## config.mk

```make
export PLATFORM = sky130hd
export DESIGN_NAME = nec_runlen_decoder
export DESIGN_NICKNAME = d
export VERILOG_FILES = /design/src/rtl/nec_rl_pkg.sv /design/src/rtl/nec_rl_accum.sv /design/src/rtl/nec_rl_collect.sv /design/src/rtl/nec_rl_check.sv /design/src/rtl/nec_runlen_decoder.sv
export SDC_FILE = /design/constraint.sdc
export NUM_CORES = 1
export LEC_CHECK = 0
export ABC_AREA = 1
export CORE_MARGIN = 2
export CORE_UTILIZATION = 55
export DETAILED_ROUTE_END_ITERATION = 16
export GPL_TIMING_DRIVEN = 0
export HOLD_SLACK_MARGIN = 0.12
export PLACE_DENSITY = 0.8
export REMOVE_ABC_BUFFERS = 1
export SYNTH_ARGS = -nofsm -noshare
export SYNTH_HDL_FRONTEND = slang
export SYNTH_HIERARCHICAL = 1
export SYNTH_SLANG_ARGS = --single-unit
```

## constraint.sdc

```tcl
create_clock -name clk -period 5.2 [get_ports clk]
set_clock_uncertainty 0.05 [all_clocks]
set_input_delay 1.04 -clock clk [delete_from_list [all_inputs] [get_ports clk]]
set_output_delay 1.04 -clock clk [all_outputs]
set_load 0.01 [all_outputs]
```

## src/rtl/nec_rl_pkg.sv

```systemverilog
package nec_rl_pkg;

    typedef enum logic [2:0] {
        S_LEAD_MARK = 3'd0,
        S_LEAD_GAP  = 3'd1,
        S_BIT_MARK  = 3'd2,
        S_BIT_GAP   = 3'd3,
        S_DONE      = 3'd4
    } dec_state_e;

    typedef enum logic [1:0] {
        ACC_HOLD = 2'd0,
        ACC_LOAD = 2'd1,
        ACC_ADD  = 2'd2
    } acc_op_e;

endpackage

```

## src/rtl/nec_rl_accum.sv

```systemverilog
module nec_rl_accum #(
    parameter int DUR_W   = 7,
    parameter int LEN_W   = 12,
    parameter int PRELOAD = 80
) (
    input  logic                 clk,
    input  logic                 rst_n,
    input  logic                 clr,
    input  nec_rl_pkg::acc_op_e  op,
    input  logic [DUR_W-1:0]     dur,
    output logic [LEN_W-1:0]     len
);
    import nec_rl_pkg::*;

    localparam logic [LEN_W:0]   LEN_MAX = {1'b0, {LEN_W{1'b1}}};
    localparam logic [LEN_W-1:0] PRE_V   = LEN_W'(PRELOAD);

    logic [LEN_W:0] ticks;
    logic [LEN_W:0] sum;

    always_comb begin
        ticks = (LEN_W+1)'(dur) + (LEN_W+1)'(1);
        sum   = {1'b0, len} + ticks;
    end

    always_ff @(posedge clk or negedge rst_n) begin
        if (!rst_n) begin
            len <= PRE_V;
        end else if (clr) begin
            len <= PRE_V;
        end else begin
            unique case (op)
                ACC_LOAD: len <= ticks[LEN_W-1:0];
                ACC_ADD:  len <= (sum > LEN_MAX) ? LEN_MAX[LEN_W-1:0] : sum[LEN_W-1:0];
                default:  len <= len;
            endcase
        end
    end

    AST_ADD_GROWS: assert property (@(posedge clk) disable iff (!rst_n)
        (op == ACC_ADD && !clr) |=> (len > $past(len) || len == LEN_MAX[LEN_W-1:0]))
        else $error("accumulated length did not grow");

endmodule

```

## src/rtl/nec_rl_collect.sv

```systemverilog
module nec_rl_collect #(
    parameter int NBITS = 32
) (
    input  logic             clk,
    input  logic             rst_n,
    input  logic             clr,
    input  logic             shift_en,
    input  logic             bit_in,
    output logic [NBITS-1:0] word_nx,
    output logic             last
);
    localparam int CNT_W = $clog2(NBITS + 1);

    logic [NBITS-1:0] word;
    logic [CNT_W-1:0] count;

    always_comb begin
        word_nx = word | (NBITS'(bit_in) << count);
        last    = (count == CNT_W'(NBITS - 1));
    end

    always_ff @(posedge clk or negedge rst_n) begin
        if (!rst_n) begin
            word  <= '0;
            count <= '0;
        end else if (clr) begin
            word  <= '0;
            count <= '0;
        end else if (shift_en) begin
            word  <= word_nx;
            count <= count + CNT_W'(1);
        end
    end

    AST_COUNT_LIMIT: assert property (@(posedge clk) disable iff (!rst_n)
        count <= CNT_W'(NBITS))
        else $error("bit count ran past word size");

endmodule

```

## src/rtl/nec_rl_check.sv

```systemverilog
module nec_rl_check #(
    parameter int NBITS   = 32,
    parameter int CMD_LSB = 16
) (
    input  logic [NBITS-1:0] word,
    output logic             ok
);
    localparam int INV_LSB = CMD_LSB + 8;

    always_comb begin
        ok = ((word[CMD_LSB +: 8] ^ word[INV_LSB +: 8]) == 8'hFF);
    end

endmodule

```

## src/rtl/nec_runlen_decoder.sv

```systemverilog
module nec_runlen_decoder #(
    parameter int DUR_W          = 7,
    parameter int LEN_W          = 12,
    parameter int NBITS          = 32,
    parameter int LEAD_PRELOAD   = 80,
    parameter int LEAD_MARK_MIN  = 80,
    parameter int LEAD_GAP_MIN   = 40,
    parameter int BIT_MARK_MAX   = 26,
    parameter int BIT_GAP_MID    = 26,
    parameter int BIT_GAP_MAX    = 53
) (
    input  logic             clk,
    input  logic             rst_n,
    input  logic             pkt_start,
    input  logic             pkt_end,
    input  logic             rec_valid,
    input  logic             rec_level,
    input  logic [DUR_W-1:0] rec_dur,
    output logic             rec_ready,
    output logic             done,
    output logic             code_ok,
    output logic             code_err,
    output logic [NBITS-1:0] code
);
    import nec_rl_pkg::*;

    localparam logic [LEN_W-1:0] T_LMARK = LEN_W'(LEAD_MARK_MIN);
    localparam logic [LEN_W-1:0] T_LGAP  = LEN_W'(LEAD_GAP_MIN);
    localparam logic [LEN_W-1:0] T_BMARK = LEN_W'(BIT_MARK_MAX);
    localparam logic [LEN_W-1:0] T_BMID  = LEN_W'(BIT_GAP_MID);
    localparam logic [LEN_W-1:0] T_BGMAX = LEN_W'(BIT_GAP_MAX);

    dec_state_e       state, state_nx;
    acc_op_e          acc_op;
    logic [LEN_W-1:0] len;
    logic             accept;
    logic             ev_fail, ev_fin;
    logic             shift_en, bit_val;
    logic             last_bit;
    logic [NBITS-1:0] word_nx;
    logic             word_ok;

    nec_rl_accum #(
        .DUR_W(DUR_W), .LEN_W(LEN_W), .PRELOAD(LEAD_PRELOAD)
    ) u_accum (
        .clk(clk), .rst_n(rst_n), .clr(pkt_start),
        .op(acc_op), .dur(rec_dur), .len(len)
    );

    nec_rl_collect #(.NBITS(NBITS)) u_collect (
        .clk(clk), .rst_n(rst_n), .clr(pkt_start),
        .shift_en(shift_en), .bit_in(bit_val),
        .word_nx(word_nx), .last(last_bit)
    );

    nec_rl_check #(.NBITS(NBITS), .CMD_LSB(16)) u_check (
        .word(word_nx), .ok(word_ok)
    );

    always_comb begin
        rec_ready = (state != S_DONE);
        accept    = rec_valid && rec_ready && !pkt_start && !pkt_end;
    end

    // next-state and datapath control
    always_comb begin
        state_nx = state;
        acc_op   = ACC_HOLD;
        ev_fail  = 1'b0;
        ev_fin   = 1'b0;
        shift_en = 1'b0;
        bit_val  = 1'b0;
        if (pkt_end && state != S_DONE) begin
            ev_fail = 1'b1;                                   // fail
        end else if (accept) begin
            unique case (state)
                S_LEAD_MARK: begin
                    if (rec_level)              acc_op = ACC_ADD;
                    else if (len > T_LMARK) begin
                        acc_op   = ACC_LOAD;
                        state_nx = S_LEAD_GAP;                // lead_ok
                    end else                    ev_fail = 1'b1;
                end
                S_LEAD_GAP: begin
                    if (!rec_level)             acc_op = ACC_ADD;
                    else if (len > T_LGAP) begin
                        acc_op   = ACC_LOAD;
                        state_nx = S_BIT_MARK;                // gap_ok
                    end else                    ev_fail = 1'b1;
                end
                S_BIT_MARK: begin
                    if (rec_level)              acc_op = ACC_ADD;
                    else if (len > T_BMARK)     ev_fail = 1'b1;
                    else begin
                        acc_op   = ACC_LOAD;
                        state_nx = S_BIT_GAP;                 // mark_ok
                    end
                end
                S_BIT_GAP: begin
                    if (!rec_level)             acc_op = ACC_ADD;
                    else if (len > T_BGMAX)     ev_fail = 1'b1;
                    else begin
                        shift_en = 1'b1;
                        bit_val  = (len > T_BMID);
                        if (last_bit) ev_fin = 1'b1;          // word_full
                        else begin
                            acc_op   = ACC_LOAD;
                            state_nx = S_BIT_MARK;            // bit_taken
                        end
                    end
                end
                S_DONE: state_nx = S_DONE;
            endcase
        end
        if (ev_fail || ev_fin) state_nx = S_DONE;
    end

    always_ff @(posedge clk or negedge rst_n) begin
        if (!rst_n)         state <= S_LEAD_MARK;
        else if (pkt_start) state <= S_LEAD_MARK;               // restart
        else                state <= state_nx;
    end

    always_ff @(posedge clk or negedge rst_n) begin
        if (!rst_n) begin
            done <= 1'b0; code_ok <= 1'b0; code_err <= 1'b0; code <= '0;
        end else if (pkt_start) begin
            done <= 1'b0; code_ok <= 1'b0; code_err <= 1'b0; code <= '0;
        end else if (ev_fail) begin
            done <= 1'b1; code_ok <= 1'b0; code_err <= 1'b1; code <= '1;
        end else if (ev_fin) begin
            done     <= 1'b1;
            code_ok  <= word_ok;
            code_err <= !word_ok;
            code     <= word_ok ? word_nx : '1;
        end
    end

    AST_START_CLEARS: assert property (@(posedge clk) disable iff (!rst_n)
        pkt_start |=> (!done && !code_ok && !code_err && code == '0))
        else $error("packet start did not clear result");

    AST_FLAGS_EXCL: assert property (@(posedge clk) disable iff (!rst_n)
        !(code_ok && code_err) && ((code_ok || code_err) == done))
        else $error("result flags inconsistent");

    AST_OK_COMPLEMENT: assert property (@(posedge clk) disable iff (!rst_n)
        code_ok |-> ((code[23:16] ^ code[31:24]) == 8'hFF))
        else $error("accepted code fails complement check");

    AST_ERR_ONES: assert property (@(posedge clk) disable iff (!rst_n)
        code_err |-> (code == '1))
        else $error("failed frame code is not all ones");

    AST_RESULT_HOLD: assert property (@(posedge clk) disable iff (!rst_n)
        (done && !pkt_start) |=> (done && $stable(code) && $stable(code_ok)))
        else $error("result changed before packet start");

    AST_READY_LOW_DONE: assert property (@(posedge clk) disable iff (!rst_n)
        done |-> !rec_ready)
        else $error("records accepted after completion");

endmodule

```

# ---- Yosys cells after proc, flatten, opt, wreduce, memory -nomap -nowiden
# Index checks and enable logic that the tools add are counted.
dict set report totals {
  regBits 88
  in_bits 13
  word_cells 125
}
dict set report classes {
  addsub 3
  magnitude_cmp 5
  eq_ne 19
  shift 1
  mux 73
  bitwise 2
  n_reduce_logical 14
}
# op n
set op_table {}
lappend op_table {{32-bit two-way mux} 6}
lappend op_table {{1-bit two-way mux} 40}
lappend op_table {{3-bit two-way mux} 13}
lappend op_table {{4-bit != test (second input constant)} 9}
lappend op_table {{32-bit bitwise OR} 1}
lappend op_table {{1-bit by 6-bit << shifter with 32-bit output} 1}
lappend op_table {{12-bit by 6-bit > comparator with 1-bit output (second input constant)} 2}
lappend op_table {{12-bit two-way mux} 2}
lappend op_table {{12-bit one-hot mux with 2 select lines} 1}
lappend op_table {{3-bit one-hot mux with 5 select lines} 1}
lappend op_table {{12-bit by 13-bit adder with 13-bit output} 1}
lappend op_table {{13-bit by 12-bit > comparator with 1-bit output (second input constant)} 1}
lappend op_table {{12-bit by 5-bit > comparator with 1-bit output (second input constant)} 1}
lappend op_table {{12-bit by 7-bit > comparator with 1-bit output (second input constant)} 1}
lappend op_table {{2-bit two-way mux} 6}
lappend op_table {{6-bit two-way mux} 2}
lappend op_table {{11-bit AND reduction} 1}
lappend op_table {{3-bit nonzero test} 3}
lappend op_table {{7-bit by 1-bit adder with 8-bit output (second input constant)} 1}
lappend op_table {{8-bit equality test (second input constant)} 1}
lappend op_table {{2-bit one-hot mux with 4 select lines} 1}
lappend op_table {{8-bit bitwise XOR} 1}
lappend op_table {{6-bit by 1-bit adder with 6-bit output (second input constant)} 1}
lappend op_table {{3-bit by 2-bit equality test with 1-bit output (second input constant)} 2}
lappend op_table {{other kinds (13)} 18}

# ---- Depth between registers and ports, before layout
dict set report logic_depth {
  depth_word 14
  depth_mapped 24
  ltp_nobuf 23
}

# ---- Hierarchy
# The synthesis kept the hierarchy.
# mod instances cells_each area_per_inst_um2 seq_area_each_um2
set modules_own_cells {}
lappend modules_own_cells {nec_runlen_decoder 1 336 2268.4 950.9}
lappend modules_own_cells {nec_rl_collect 1 262 1999.4 950.9}
lappend modules_own_cells {nec_rl_accum 1 206 1330.0 302.8}
lappend modules_own_cells {nec_rl_check 1 47 176.4 0.0}

# ---- Worst setup path before layout
# Ideal clock, no wire load.
dict set report synth_path {
  path_type {input to register}
  from {input pkt_start}
  to {register code[8]}
  arrival_time_ns 3.468
  required_time_ns 5.033
  setup_slack_ns 1.565
  cell_stages 21
  path_buffers 1
  cell_sequence {nor2_1 > nand2_1 > nor2_1 > inv_1 > a311oi_1 > nand2_1 > nor2_4 > nand2_2 > o21ai_2 > inv_1 > nand2_1 > nand2_1 > nor2_1 > nand2_1 > nor2_1 > inv_1 > clkbuf_1 > nor2_1 > nand3_1 > nand3_1 > nand2_1}
}
dict set report synth_via {
  elab_chain_cells 13
  elab_cells_between_ends 18
}
# element line
set synth_rtl {}
lappend synth_rtl {{from (decl)} nec_runlen_decoder.sv:14} ;# input logic pkt_start,
lappend synth_rtl {{1-bit zero test} nec_runlen_decoder.sv:62} ;# accept = rec_valid && rec_ready && !pkt_start && !pkt_end;
lappend synth_rtl {{1-bit logical AND (2 in series)} nec_runlen_decoder.sv:62}
lappend synth_rtl {{1-bit two-way mux} nec_runlen_decoder.sv:75} ;# end else if (accept) begin
lappend synth_rtl {{1-bit two-way mux} nec_runlen_decoder.sv:73} ;# if (pkt_end && state != S_DONE) begin
lappend synth_rtl {{via bit_val} nec_runlen_decoder.sv:38} ;# logic shift_en, bit_val;
lappend synth_rtl {{1-bit by 6-bit << shifter with 32-bit output} nec_rl_collect.sv:18} ;# word_nx = word | (NBITS'(bit_in) << count);
lappend synth_rtl {{32-bit bitwise OR} nec_rl_collect.sv:18}
lappend synth_rtl {{via word_nx[23]} nec_runlen_decoder.sv:40} ;# logic [NBITS-1:0] word_nx;
lappend synth_rtl {{8-bit bitwise XOR} nec_rl_check.sv:11} ;# ok = ((word[CMD_LSB +: 8] ^ word[INV_LSB +: 8]) == 8'hFF);
lappend synth_rtl {{8-bit equality test} nec_rl_check.sv:11}
lappend synth_rtl {{via word_ok} nec_runlen_decoder.sv:41} ;# logic word_ok;
lappend synth_rtl {{32-bit two-way mux} nec_runlen_decoder.sv:135} ;# code <= word_ok ? word_nx : '1;
lappend synth_rtl {{32-bit two-way mux} nec_runlen_decoder.sv:131} ;# end else if (ev_fin) begin
lappend synth_rtl {{32-bit two-way mux} nec_runlen_decoder.sv:129} ;# end else if (ev_fail) begin
lappend synth_rtl {{32-bit two-way mux} nec_runlen_decoder.sv:127} ;# end else if (pkt_start) begin
lappend synth_rtl {{to (signal assigned)} nec_runlen_decoder.sv:135}
lappend synth_rtl {{to (decl)} nec_runlen_decoder.sv:23} ;# output logic [NBITS-1:0] code
# The timed path passes the listed nets, and every way through them passes these cells. The select of a mux whose other input is x is not followed.
# A chain may end at the register's enable or synchronous reset.

# ---- Final worst setup path
dict set report layout_path {
  from {input pkt_start}
  to {register code[6]}
}
# Same word-level chain as after synthesis.

==> results.tsv <==
stage	metric	value	unit
clock_network	insertion_delay	0.35	ns
global_route	grt_max_degree	47	
global_route	grt_pass1_wl	22500	um
finish	final_cell_mix	241 x nand2_1, 108 x inv_1, 95 x nor2_1, 94 x nand3_1, 86 x dfrtp_1	
drt	vias_per_cell	5.23	
floorplan	core_area	10300	sq um
timing	setup_tns	0	ns
finish	layout.cells.most_common	nand2_1	
floorplan	row_count	37	
worst_setup_path	crit_path_end_kind	flip-flop	
synthesis	synthTopCellsByArea	dfrtp_1 37%, nand2_1 16%, nand3_1 8.1%, inv_1 7.1%, nor2_1 6.2%	
pwr	powerDensity	232	nW/um^2
drt	via_count	5369	
floorplan	initial_core_util	56.2	%
placed_design	port_buffers	48	
synthesis	synth.top_cell.area_share	37.3	%
finish	layout-drive-gt1-share	9.43	%
timing	slew_viol_final	0	
timing	fmax	0.206	GHz
pwr	power_leakage	3.19	nW
timing	final.period_utilization	93.3	%
placed_design	pre_cts_ws	-0.0683	ns
finish	fin_nets	912	
placed_design	gp_congestion	0.905	
drt	wl_met1	6460	um
worst_setup_path	path_buf_inv	5	
drt	drtIter0Drc	376	
clock_network	cts_buffer_depth	2	
clock_network	root_buffer	clkbuf_8	
clock_network	clk_pin_slew	0.09	ns
floorplan	die_h	106	um
synthesis	synth_top_area_cell	dfrtp_1	
drt	drt_wl_total	12700	um
synthesis	synth_edf_count	0	
drt	wl_met2	5670	um
global_route	gr-total-overflow	0	
drt	first_pass_iters	7	
timing	setup_viol	0	
finish	stdcell_count	1027	
worst_setup_path	worstSetupStartpointType	input pin	
worst_setup_path	critPathTopFamily	simple AND/OR/NAND/NOR gates	
pwr	p_total	0.00152	W
clock_network	cts-hold-fix-buffers	0	
clock_network	cts_sinks	88	
timing	hold_viol	0	
synthesis	synthCells	851	
worst_setup_path	setup.worst_path.class	in -> reg	
synthesis	ys_warn_count	6	
synthesis	ys_seq_area_share	38.2	%
floorplan	die_w	106	um
pwr	worst_ir_drop_vdd	167	uV
worst_setup_path	max_stage_delay	0.67	ns
synthesis	synth-seq-cells	88	
timing	worst_pin_slew	1.22	ns
global_route	grt_antenna_before_repair	0	
placed_design	dp_hpwl	9040	um
synthesis	synth_ff_type	dfrtp_1	
timing	slew-limit-headroom	18.3	%
global_route	grtUsageTotal	24.0	%
timing	fin_crit	4.85	ns
placed_design	place_inst	1008	
timing	setup_ws	0.350	ns
global_route	grt_pass1_vias	4969	
floorplan	io_pins	49	
synthesis	syn_avg_cell_area	6.79	sq um
synthesis	synth_area	5770	sq um
worst_setup_path	slowest_stage	clkdlybuf4s50_1	
flow_run	maxCapViolCount	0	
clock_network	h-tree-depth	3	
finish	syn2layout_area_growth	13.5	%
worst_setup_path	crit_chain	clkdlybuf4s50_1, nor2_1, nand2_1, nor2_1, inv_1, a311oi_2, nand2_1, nor2_4, nand2_1, o21ai_1, inv_1, nand2_1, nand2_1, nor2_1, nand2_1, nor2_1, clkinvlp_4, buf_4, nor2_1, nand3_1, nand3_1, nand2_1	
drt	met3_length	406	um
worst_setup_path	crit_required	5.39	ns
drt	drcViolationCount	0	
finish	num_antenna_cells	0	
drt	avgRoutedWirePerCell	12.3	um
synthesis	async_flop_share	100	%
synthesis	synth_cell_type_count	40	
worst_setup_path	arrival	5.04	ns
clock_network	cts_tree	built	
drt	route.antenna.remaining_nets	0	
worst_setup_path	crit_fanout	17	
status	status	finished, final reports clean	
worst_setup_path	crit_top_cell	nand2_1	
min_path	hp-class	reg -> reg	
floorplan	die_area	11300	sq um
clock_network	cts_buffers	9	
drt	routed.top_layer	met4	
[area by class of cell]
class                   count  area [sq um]
fillers                   958          3720
clock inverters             5          40.0
inverters                 124           472
well taps                 136           170
multi-input cells         610          2970
flip-flops and latches     88          2200
repair inverters            1          7.51
clock buffers              11           151
repair buffers             52           536
[timing repair]
item                       CTS  global route
buffers inserted             0             2
setup endpoints to repair    0            33
gates resized for setup      0             3
[sequential cells by signal, summed over array words and instances, names as in the netlist]
| name | flops |
|---|---|
| u_collect/word | 32 |
| u_accum/len | 12 |
| u_collect/count | 6 |
| done | 1 |
| code_err | 1 |
| code_ok | 1 |
| state | 3 |
| code | 32 |
[tightest hold or removal path: cells and delay by family (launching register included)]
family | cells | cell delay [ns]
DFF | 1 | 0.35
and+or+nand+nor | 2 | 0.09
[worst paths after layout]
path | slack [ns] | cells after the start | to | start
worst min register to register | 0.42 | 2 | code[7]$_DFFE_PN0P_ | code[7]$_DFFE_PN0P_
max in group asynchronous | 3.86 | 2 | u_collect/word[28]$_DFFE_PN0P_ | rst_n
worst max register to register | 1.15 | 23 | code[6]$_DFFE_PN0P_ | state[2]$_DFFE_PN0P_
worst max-delay path | 0.35 | 22 | code[6]$_DFFE_PN0P_ | pkt_start
min in group asynchronous | 0.62 | 1 | u_accum/len[1]$_DFFE_PN0P_ | rst_n
worst min-delay path | 0.42 | 2 | code[7]$_DFFE_PN0P_ | code[7]$_DFFE_PN0P_
[cells by family after synthesis]
logic type	count (synthesis)	share of synthesized area, %
buf+inv	153	10.5
flops	88	38.2
xor+xnor	6	0.910
fa+ha+maj	13	2.95
simple gates	493	38.0
compound gates	98	9.47
[power breakdown]
group | internal, W | switching [W] | total [W]
registers | 0.000723 | 0.0000302 | 0.000753
logic | 0.000133 | 0.000186 | 0.000319
clock network | 0.000202 | 0.000247 | 0.000449
total | 0.00106 | 0.000463 | 0.00152
[Yosys cell counts, types with 2 or more instances]
master / count
xor2_1: 4
nand2_1: 241
o21ai_2: 6
o21ai_1: 3
inv_2: 13
inv_1: 109
buf_1: 6
clkbuf_1: 12
nand3b_1: 3
nand2_4: 2
buf_2: 7
ha_1: 12
nor2_4: 6
nand3_2: 5
a21oi_1: 35
xnor2_1: 2
o211ai_1: 3
nand3_1: 94
clkinv_2: 2
o21ai_0: 42
dfstp_2: 2
buf_4: 3
nor3_1: 4
dfrtp_1: 86
nand2_2: 8
a21oi_2: 4
nand4_1: 21
nor2_1: 96
nor2_2: 9
[routing by layer]
layer	GRT usage, %	vias up
met5	0	-
met4	5.19	0
met3	3.49	10
met2	37.8	103
met1	35.3	2480
li1	-	2776
[metrics by stage]
step	hold WS (ns)	cell area [sq um]	util, %
finish	0.423	6560	63.8
global route	0.453	6560	63.8
floorplan	0.419	5640	-
detailed placement	0.407	6330	61.6
CTS	0.431	6520	63.5
global placement	0.403	6290	61.2
(Power assumes the default switching activity.)
